## config.mk

```make
export PLATFORM = sky130hd
export DESIGN_NAME = sdd_decim
export DESIGN_NICKNAME = d
export VERILOG_FILES = /design/src/rtl/sdd_pkg.sv /design/src/rtl/sdd_cic3.sv /design/src/rtl/sdd_fmt.sv /design/src/rtl/sdd_ctrl.sv /design/src/rtl/sdd_decim.sv
export SDC_FILE = /design/constraint.sdc
export NUM_CORES = 1
export LEC_CHECK = 0
export BUFFER_PORTS_ARGS = -buffer_cell sky130_fd_sc_hd__buf_2
export CAP_MARGIN = 10
export CORE_UTILIZATION = 35
export DETAILED_ROUTE_END_ITERATION = 12
export GPL_ROUTABILITY_DRIVEN = 0
export PLACE_DENSITY = 0.59
export SLEW_MARGIN = 15
export SYNTH_ARGS = -nofsm -noshare
export SYNTH_HDL_FRONTEND = slang
export SYNTH_SLANG_ARGS = --single-unit
export TNS_END_PERCENT = 20
```

## constraint.sdc

```tcl
create_clock -name clk -period 11.7 [get_ports clk]
set_input_delay 0.585 -clock clk [delete_from_list [all_inputs] [get_ports clk]]
set_output_delay 0.585 -clock clk [all_outputs]
set_load 0.05 [all_outputs]
```

## src/rtl/sdd_pkg.sv

```systemverilog
package sdd_pkg;

    localparam int RES_W    = 16;
    localparam int CIC_N    = 3;
    localparam int MIN_LOG2 = 5;
    localparam int MAX_LOG2 = 10;
    localparam int ACC_W    = 1 + CIC_N * MAX_LOG2;
    localparam int CODE_W   = 3;
    localparam int LOG_W    = 4;
    localparam int SKIP_N   = CIC_N - 1;

    typedef enum logic [1:0] {
        FMT_OFFSET = 2'd0,
        FMT_TWOS   = 2'd1,
        FMT_UNI    = 2'd2,
        FMT_RSVD   = 2'd3
    } fmt_e;

    // packs into control bits [7:2]: fmt [7:6], ratio code [5:3], continuous [2]
    typedef struct packed {
        fmt_e              fmt;
        logic [CODE_W-1:0] osr_code;
        logic              cont;
    } cfg_t;

    typedef logic [ACC_W-1:0] acc_t;

    function automatic logic [LOG_W-1:0] code_to_log2(logic [CODE_W-1:0] c);
        int l;
        l = MIN_LOG2 + int'(c);
        if (l > MAX_LOG2) l = MAX_LOG2;
        return LOG_W'(l);
    endfunction

    // maps v in [0, 2^(CIC_N*l2)] onto [0, 2^RES_W]
    function automatic logic [RES_W:0] scale_to_unit(acc_t v, logic [LOG_W-1:0] l2);
        int sh;
        sh = CIC_N * int'(l2) - (RES_W - 1);
        return (RES_W+1)'({v, 1'b0} >> sh);
    endfunction

    function automatic logic [RES_W-1:0] apply_format(logic [RES_W:0] n, fmt_e f);
        logic [RES_W-1:0] ob;
        logic [RES_W-1:0] uni;
        logic [RES_W:0]   mid;
        logic [RES_W:0]   ex;
        mid = {2'b01, {(RES_W-1){1'b0}}};
        ob  = n[RES_W] ? '1 : n[RES_W-1:0];
        if (n <= mid) begin
            uni = '0;
        end else begin
            ex  = (n - mid) << 1;
            uni = ex[RES_W] ? '1 : ex[RES_W-1:0];
        end
        case (f)
            FMT_TWOS: return ob ^ {1'b1, {(RES_W-1){1'b0}}};
            FMT_UNI:  return uni;
            default:  return ob;
        endcase
    endfunction

endpackage

```

## src/rtl/sdd_cic3.sv

```systemverilog
module sdd_cic3
    import sdd_pkg::*;
(
    input  logic             clk,
    input  logic             rst,
    input  logic             clear,
    input  logic             step,
    input  logic             bit_in,
    input  logic [LOG_W-1:0] l2,
    output logic             dec_stb,
    output acc_t             dec_val
);

    acc_t integ [CIC_N];
    acc_t dly   [CIC_N];
    acc_t i_nx  [CIC_N];
    acc_t c_nx  [CIC_N];
    logic [MAX_LOG2-1:0] phase;
    logic                phase_last;

    always_comb begin
        i_nx[0] = integ[0] + acc_t'(bit_in);
        for (int k = 1; k < CIC_N; k++) i_nx[k] = integ[k] + i_nx[k-1];
        c_nx[0] = i_nx[CIC_N-1] - dly[0];
        for (int k = 1; k < CIC_N; k++) c_nx[k] = c_nx[k-1] - dly[k];
    end

    assign phase_last = (phase == MAX_LOG2'((1 << l2) - 1));
    assign dec_stb    = step && phase_last;
    assign dec_val    = c_nx[CIC_N-1];

    always_ff @(posedge clk) begin
        if (rst || clear) begin
            phase <= '0;
            for (int k = 0; k < CIC_N; k++) begin
                integ[k] <= '0;
                dly[k]   <= '0;
            end
        end else if (step) begin
            for (int k = 0; k < CIC_N; k++) integ[k] <= i_nx[k];
            phase <= phase_last ? '0 : phase + 1'b1;
            if (phase_last) begin
                dly[0] <= i_nx[CIC_N-1];
                for (int k = 1; k < CIC_N; k++) dly[k] <= c_nx[k-1];
            end
        end
    end


    phase_range_chk: assert property (@(posedge clk) disable iff (rst)
        int'(phase) < (1 << int'(l2)));

endmodule

```

## src/rtl/sdd_fmt.sv

```systemverilog
module sdd_fmt
    import sdd_pkg::*;
(
    input  acc_t             raw,
    input  logic [LOG_W-1:0] l2,
    input  fmt_e             fmt,
    output logic [RES_W-1:0] word
);

    logic [RES_W:0] unit;

    always_comb begin
        unit = scale_to_unit(raw, l2);
        word = apply_format(unit, fmt);
    end

endmodule

```

## src/rtl/sdd_ctrl.sv

```systemverilog
module sdd_ctrl
    import sdd_pkg::*;
(
    input  logic             clk,
    input  logic             rst,
    input  logic             start_req,
    input  logic             stop_req,
    input  cfg_t             cfg_in,
    input  logic             dec_stb,
    input  logic [RES_W-1:0] fmt_word,
    input  logic             rd_result,
    input  logic             clr_flag,
    output logic             busy,
    output cfg_t             cfg,
    output logic             flag,
    output logic [RES_W-1:0] result,
    output logic             clear_core
);

    logic [1:0] seen;
    logic       accept_start;
    logic       pub;

    assign accept_start = start_req && !busy;
    assign clear_core   = accept_start;
    assign pub          = dec_stb && busy && !stop_req && (seen == 2'(SKIP_N));

    always_ff @(posedge clk) begin
        if (rst) begin
            busy   <= 1'b0;
            cfg    <= '0;
            seen   <= '0;
            flag   <= 1'b0;
            result <= '0;
        end else begin
            if (accept_start) begin
                busy <= 1'b1;
                cfg  <= cfg_in;
                seen <= '0;
            end else if (busy) begin
                if (stop_req) begin
                    busy <= 1'b0;
                end else if (dec_stb) begin
                    if (seen != 2'(SKIP_N)) seen <= seen + 1'b1;
                    else if (!cfg.cont)     busy <= 1'b0;
                end
            end
            if (pub) result <= fmt_word;
            if (pub)                         flag <= 1'b1;
            else if (rd_result || clr_flag)  flag <= 1'b0;
        end
    end


    flag_set_chk: assert property (@(posedge clk) disable iff (rst)
        $rose(flag) |-> $past(pub));


    result_hold_chk: assert property (@(posedge clk) disable iff (rst)
        !pub |=> $stable(result));


    rd_clear_chk: assert property (@(posedge clk) disable iff (rst)
        (rd_result && !pub) |=> !flag);


    single_done_chk: assert property (@(posedge clk) disable iff (rst)
        (pub && !cfg.cont) |=> !busy);


    stop_chk: assert property (@(posedge clk) disable iff (rst)
        (stop_req && busy) |=> !busy);


    cfg_hold_chk: assert property (@(posedge clk) disable iff (rst)
        busy |=> $stable(cfg));

endmodule

```

## src/rtl/sdd_decim.sv

```systemverilog
module sdd_decim
    import sdd_pkg::*;
(
    input  logic             clk,
    input  logic             rst,
    input  logic             mod_tick,
    input  logic             mod_bit,
    input  logic             reg_wr,
    input  logic             reg_rd,
    input  logic [1:0]       reg_addr,
    input  logic [7:0]       reg_wdata,
    output logic [RES_W-1:0] reg_rdata,
    output logic             irq
);

    localparam logic [1:0] A_CTRL = 2'd0;
    localparam logic [1:0] A_STAT = 2'd1;
    localparam logic [1:0] A_RES  = 2'd2;

    logic             start_req, stop_req, rd_result, clr_flag;
    logic             busy, flag, clear_core, dec_stb;
    cfg_t             cfg;
    logic [RES_W-1:0] result, fmt_word;
    logic [LOG_W-1:0] l2;
    acc_t             dec_val;

    assign start_req = reg_wr && (reg_addr == A_CTRL) && reg_wdata[0];
    assign stop_req  = reg_wr && (reg_addr == A_CTRL) && reg_wdata[1];
    assign clr_flag  = reg_wr && (reg_addr == A_STAT) && reg_wdata[1];
    assign rd_result = reg_rd && (reg_addr == A_RES);
    assign l2        = code_to_log2(cfg.osr_code);
    assign irq       = flag;

    sdd_cic3 u_cic (
        .clk     (clk),
        .rst     (rst),
        .clear   (clear_core),
        .step    (mod_tick && busy),
        .bit_in  (mod_bit),
        .l2      (l2),
        .dec_stb (dec_stb),
        .dec_val (dec_val)
    );

    sdd_fmt u_fmt (
        .raw  (dec_val),
        .l2   (l2),
        .fmt  (cfg.fmt),
        .word (fmt_word)
    );

    sdd_ctrl u_ctrl (
        .clk        (clk),
        .rst        (rst),
        .start_req  (start_req),
        .stop_req   (stop_req),
        .cfg_in     (cfg_t'(reg_wdata[7:2])),
        .dec_stb    (dec_stb),
        .fmt_word   (fmt_word),
        .rd_result  (rd_result),
        .clr_flag   (clr_flag),
        .busy       (busy),
        .cfg        (cfg),
        .flag       (flag),
        .result     (result),
        .clear_core (clear_core)
    );

    always_comb begin
        case (reg_addr)
            A_CTRL:  reg_rdata = {8'b0, cfg, 2'b00};
            A_STAT:  reg_rdata = {14'b0, flag, busy};
            A_RES:   reg_rdata = result;
            default: reg_rdata = '0;
        endcase
    end

endmodule

```

==> results.md, run 1 <==
- Status: completed
- Hpwl dp: 36.5 mm
- Sequential area share after synthesis: 0.325
- Final Hold Vio Count: 0
- Antenna violations before repair: 1
- Max-Cap Viols: 0
- H-tree levels: 1
- PortBufs: 32
- Worst Tran Pin Value: 0.936 ns
- Origin of the critical flop-to-flop path: u_cic.integ[0][0]$_SDFFCE_PN0P_
- Commonest non-fill, non-tap cell in the layout: nor2_1
- Synth cell types: 99
- Syn Area/Cell: 8.72 um2
- Crit path capture type: flip-flop
- Peak fanout along the critical path: 5
- WP data required: 12.16 ns
- Remaining Overflow, GRT: 0
- Clock Tree Root: clkbuf_16
- CP Capture Point: u_ctrl.result[7]$_SDFFE_PP0P_
- Crit path buffers/inverters: 2
- Post-synth EDFFs: 186
- Fin crit period: 11.02 ns
- Post-synth ARST share: 0
- Worst-Skew Late Latency: 0.55 ns
- CP Launch Type: flip-flop
- Longest Clk Path Bufs: 3
- Ant. Diodes: 0
- Fin Clk Skew: 0.0129 ns
- Routed WL per cell: 16.4 um
- Synth Flop Type: edfxtp_1
- Number of global-route vias before repair: 15800
- Slowest-stage cell, CP: or3_1
- Final count of pins violating max slew: 0
- Vias: 16500
- Clock-pin slew on the worst setup and hold paths: 0.06 ns
- Clock tree from TritonCTS: done
- CP top delay family: compound AO/OA/AOI/OAI gates
- IO Pins: 33
- WL final: 48.7 mm
- Layout area overhead: 11.2%
- TritonCTS buffer count: 26
- Clock Sinks: 222
- Worst r2r dst: u_ctrl.result[7]$_SDFFE_PP0P_
- Total Routing Usage GR: 0.170
- Hold Path Class: in2reg
- Final ANT Viol Nets: 0
- Fillers: 5473
- Die ar.: 0.0563 mm2
- Via density: 5.55
- Largest net degree at the start of global routing: 69
- Worst EP arrival: 11.48 ns
- Most used cell, CP: a21o_1
- Final setup fails: 0
- Critical path type: reg2reg
- Cell area after synthesis: 0.0194 mm2
- Final Net Count: 2439
- Initial DRC count: 1217
- Global-route wire length before repair: 80.4 mm
- Row cnt: 85
- Hold Slack: 0.288 ns
- Starting density of the core: 0.357
- Chip Width: 237 um
- Slowest Stage Delay on Critical Path: 0.39 ns
- Setup crit start: u_cic.integ[0][0]$_SDFFCE_PN0P_
- Synth Instances: 2222
- Peak Freq: 90.7 MHz
- Mapped Nets: 2409
- Layout cell share with drive strength beyond 1: 0.0946
- Crit. path cell count: 51
- Slew margin rel.: 0.368
- Drt drc: 0
- Core ar.: 0.0542 mm2
- Worst reg2reg setup slack: 0.68 ns
- #FFs+latches synth: 222
- Most frequent cells in the layout: nor2_1, edfxtp_1, inv_1
- Final period util: 0.942
- Drt pass-1 iters: 6
- Die height: 237 um
- Worst r2r path cells: 51
- Yosys warnings: 0
==> worst min-delay path by stage <==
stage / startpoint / endpoint / slack, ns / cells after the start
finish: reg_wdata[2] / u_ctrl.cfg[0]$_SDFFE_PP0P_ / 0.29 / 3
detailed placement: u_ctrl.result[11]$_SDFFE_PP0P_ / u_ctrl.result[11]$_SDFFE_PP0P_ / 0.47 / 2
global route: reg_wdata[6] / u_ctrl.cfg[4]$_SDFFE_PP0P_ / 0.29 / 3
global placement: u_ctrl.result[11]$_SDFFE_PP0P_ / u_ctrl.result[11]$_SDFFE_PP0P_ / 0.47 / 2
floorplan: u_ctrl.result[11]$_SDFFE_PP0P_ / u_ctrl.result[11]$_SDFFE_PP0P_ / 0.44 / 2
CTS: reg_wdata[2] / u_ctrl.cfg[0]$_SDFFE_PP0P_ / 0.27 / 3
==> flip-flops by register name (all words and copies together), names as in the netlist <==
name           count
u_ctrl.cfg         6
u_ctrl.result     16
u_ctrl.seen        2
u_cic.phase       10
u_cic.integ       93
u_cic.dly         93
u_ctrl.flag        1
u_ctrl.busy        1
==> cells in the mapped netlist, types with 15 or more instances <==
| library cell | count | area [um2] |
|---|---|---|
| nor2_1 | 221 | 830 |
| edfxtp_1 | 186 | 5590 |
| inv_1 | 179 | 672 |
| ha_1 | 165 | 2060 |
| a21oi_1 | 151 | 756 |
| nand2_1 | 138 | 518 |
| xnor2_1 | 114 | 998 |
| and2_1 | 101 | 632 |
| o21ai_0 | 95 | 475 |
| clkbuf_1 | 67 | 251 |
| nand3_1 | 65 | 325 |
| xor2_1 | 65 | 569 |
| a21o_1 | 62 | 465 |
| and3_1 | 52 | 325 |
| nor3_1 | 40 | 200 |
| dfxtp_1 | 36 | 721 |
| mux2i_1 | 34 | 340 |
| o21a_1 | 26 | 195 |
| o211ai_1 | 23 | 173 |
| o21bai_1 | 23 | 173 |
| a31oi_1 | 22 | 138 |
| nand2b_1 | 21 | 131 |
| nor2b_1 | 18 | 113 |
| nand4_1 | 17 | 106 |
| a211oi_1 | 16 | 120 |
| o31ai_1 | 16 | 120 |
| or2_2 | 15 | 93.8 |
| or3_1 | 15 | 93.8 |
==> layer usage <==
layer  wire length, um  GRT usage  up-vias
met5                13          0        -
li1                  -          -     8122
met4               968     0.0379        2
met3              2790     0.0265       71
met2             21500      0.269      452
met1             23400      0.241     7836
==> repair_timing <==
item / 4_1_cts / 5_1_grt
gates resized for setup: 0 / 46
hold buffers: 0 / 0
setup buffers: 0 / 3
setup endpoints to repair: 0 / 16
==> worst min-delay path: stages <==
cell and delay, ns:
buf_2 0.08, mux2i_1 0.06, nor2_1 0.07
==> cell families (layout without fill, tap and decap cells) <==
| group | after synthesis | after routing | share of synthesized area |
|---|---|---|---|
| adder cells (fa/ha/maj) | 171 | 171 | 0.113 |
| XOR/XNOR | 184 | 184 | 0.0867 |
| buffers and inverters | 262 | 312 | 0.0515 |
| AO/OA/AOI/OAI | 598 | 598 | 0.210 |
| multiplexers | 37 | 37 | 0.0199 |
| flip-flops | 222 | 222 | 0.325 |
| AND/OR/NAND/NOR | 748 | 748 | 0.193 |
==> through the flow <==
stage | area (um2) | cells | worst slack, ns | TNS [ns] | util
after floorplan | 19400 | 2222 | 0.922 | 0 | -
after global placement | 20500 | 2917 | 0.170 | 0 | 0.378
after detailed placement | 20500 | 2917 | -0.104 | -0.700 | 0.378
after CTS | 21300 | 2965 | 0.116 | 0 | 0.393
after global routing | 21500 | 2968 | -0.000630 | -0.000630 | 0.397
final | 21500 | 2968 | 0.680 | 0 | 0.397
==> cell type report <==
type,count,area [um2],area share
Clock buffer,39,772,0.0358
Clock inverter,9,67.6,0.00314
Inverter,180,676,0.0314
Multi-Input combinational cell,1738,12300,0.571
Sequential cell,222,6310,0.293
Tap cell,696,871,0.0404
Timing Repair Buffer,84,551,0.0256
Power of run 1 is left out: the tool's default activity adds up to more than one toggle a clock period on the data nets, which glitch-free logic cannot reach.
==> run 2, diff against run 1 <==
Settings changed: REMOVE_ABC_BUFFERS from default to 1.
Clock period 11.7 ns to 12.51 ns, I/O delays scaled along.
==> results.md, run 2 (synthesized netlist as in run 1, its figures left out) <==
- Status: completed
- Total Routing Usage GR: 0.160
- Clock Tree Root: clkbuf_16
- Busiest metal layer after global routing: met2
- Worst EP arrival: 12.24 ns
- Most frequent cells in the layout: nor2_1, edfxtp_1, inv_1
- Starting density of the core: 0.357
- Hold Path Class: in2reg
- Slowest Stage Delay on Critical Path: 0.38 ns
- Number of global-route vias before repair: 15400
- Die height: 237 um
- Max-Cap Viols: 0
- Clock-pin slew on the worst setup and hold paths: 0.06 ns
- Chip Width: 237 um
- Fin crit period: 11.75 ns
- Remaining Overflow, GRT: 0
- Vias: 15900
- Final setup fails: 0
- Setup crit start: u_cic.integ[0][0]$_SDFFCE_PN0P_
- Final Hold Vio Count: 0
- Clock tree from TritonCTS: done
- PortBufs: 32
- IO Pins: 33
- Via density: 5.42
- Ant. Diodes: 0
- Peak fanout along the critical path: 7
- Fillers: 5438
- Antenna violations before repair: 0
- Origin of the critical flop-to-flop path: u_cic.integ[0][0]$_SDFFCE_PN0P_
- Place WS: 0.0903 ns
- Drt pass-1 iters: 6
- Peak Freq: 85.1 MHz
- Final count of pins violating max slew: 0
- Crit path capture type: flip-flop
- Worst-Skew Late Latency: 0.60 ns
- TritonCTS buffer count: 28
- Hpwl dp: 34.0 mm
- GR Util met3: 0.0218
- Die ar.: 0.0563 mm2
- CP Launch Type: flip-flop
- Routed WL per cell: 15.6 um
- Layout area overhead: 9.86%
- Slew margin rel.: 0.331
- Critical path type: reg2reg
- RSZ-0062 raised after global routing: false
- Drt drc: 0
- Initial DRC count: 1165
- Row cnt: 85
- Grt met1 use: 0.204
- Final period util: 0.939
- Largest net degree at the start of global routing: 72
- Final ANT Viol Nets: 0
- Setup TNS: 0 ns
- Layout cell share with drive strength beyond 1: 0.0739
- Hold path startpoint: reg_wdata[4]
- WL final: 45.9 mm
- H-tree levels: 1
- Largest regs: u_cic.dly (93), u_cic.integ (93), u_ctrl.result (16)
- Global-route wire length before repair: 75.9 mm
- Fin Clk Skew: 0.0350 ns
- Final Net Count: 2412
- Setup ws final: 0.765 ns
- Commonest non-fill, non-tap cell in the layout: nor2_1
- Slowest-stage cell, CP: or3_1
- Worst Tran Pin Value: 0.991 ns
- Routing usage on met2: 0.279
- Clock Sinks: 222
- Longest Clk Path Bufs: 3
- Core ar.: 0.0542 mm2
- WP data required: 13.00 ns
## run 2: cell types whose count changed in the layout (fill, tap and decap cells not counted), sizes merged
cell and delta:
buf -29, bufinv +3, clkbuf -6, clkinv +6, clkinvlp -1, inv +2
## run 2: final timing paths
path,to,slack (ns),cells after the start
max,u_ctrl.result[7]$_SDFFE_PP0P_,0.76,53
min,u_ctrl.cfg[2]$_SDFFE_PP0P_,0.31,3
max reg2reg,u_ctrl.result[7]$_SDFFE_PP0P_,0.76,53
min reg2reg,u_ctrl.flag$_SDFFE_PP0P_,0.47,2
## run 2: cell type report
class                   instances  area, um2  share of cell area
clock buffers                  33        719              0.0338
repair buffers                 55        333              0.0156
inverters                     180        676              0.0317
well taps                     696        871              0.0409
flip-flops and latches        222       6310               0.296
multi-input cells            1738      12200               0.571
clock inverters                19        224              0.0105
## run 2: critical path, delay by kind of cell (launching register included)
kind	cells	cell delay, ns
xor+xnor	6	1.36
buf+inv	2	0.18
compound gates	31	6.31
fa+ha+maj	7	2.20
simple gates	7	1.20
flops	1	0.37
## run 2: per-stage QoR
stage	instance area (um2)	utilization	cells	hold slack (ns)
2_1_floorplan	19100	-	2140	0.431
3_3_place_gp	20300	0.374	2890	0.463
3_5_place_dp	20300	0.374	2890	0.469
4_1_cts	21200	0.391	2942	0.271
5_1_grt	21300	0.392	2943	0.297
6_report	21300	0.392	2943	0.307
## run 2: repair_timing
| action | 4_1_cts | 5_1_grt |
|---|---|---|
| hold endpoints to repair | 0 | 0 |
| hold buffers | 0 | 0 |
| setup buffers | 0 | 1 |
| resized for setup | 0 | 12 |
| endpoints found under the setup margin | 0 | 16 |
## run 2: per-layer routing
metal / vias up / share of wire
li1: 8069 / -
met1: 7434 / 0.46
met2: 347 / 0.47
met3: 93 / 0.044
met4: 0 / 0.032
met5: - / 0
Power of run 2 is left out for the same reason.
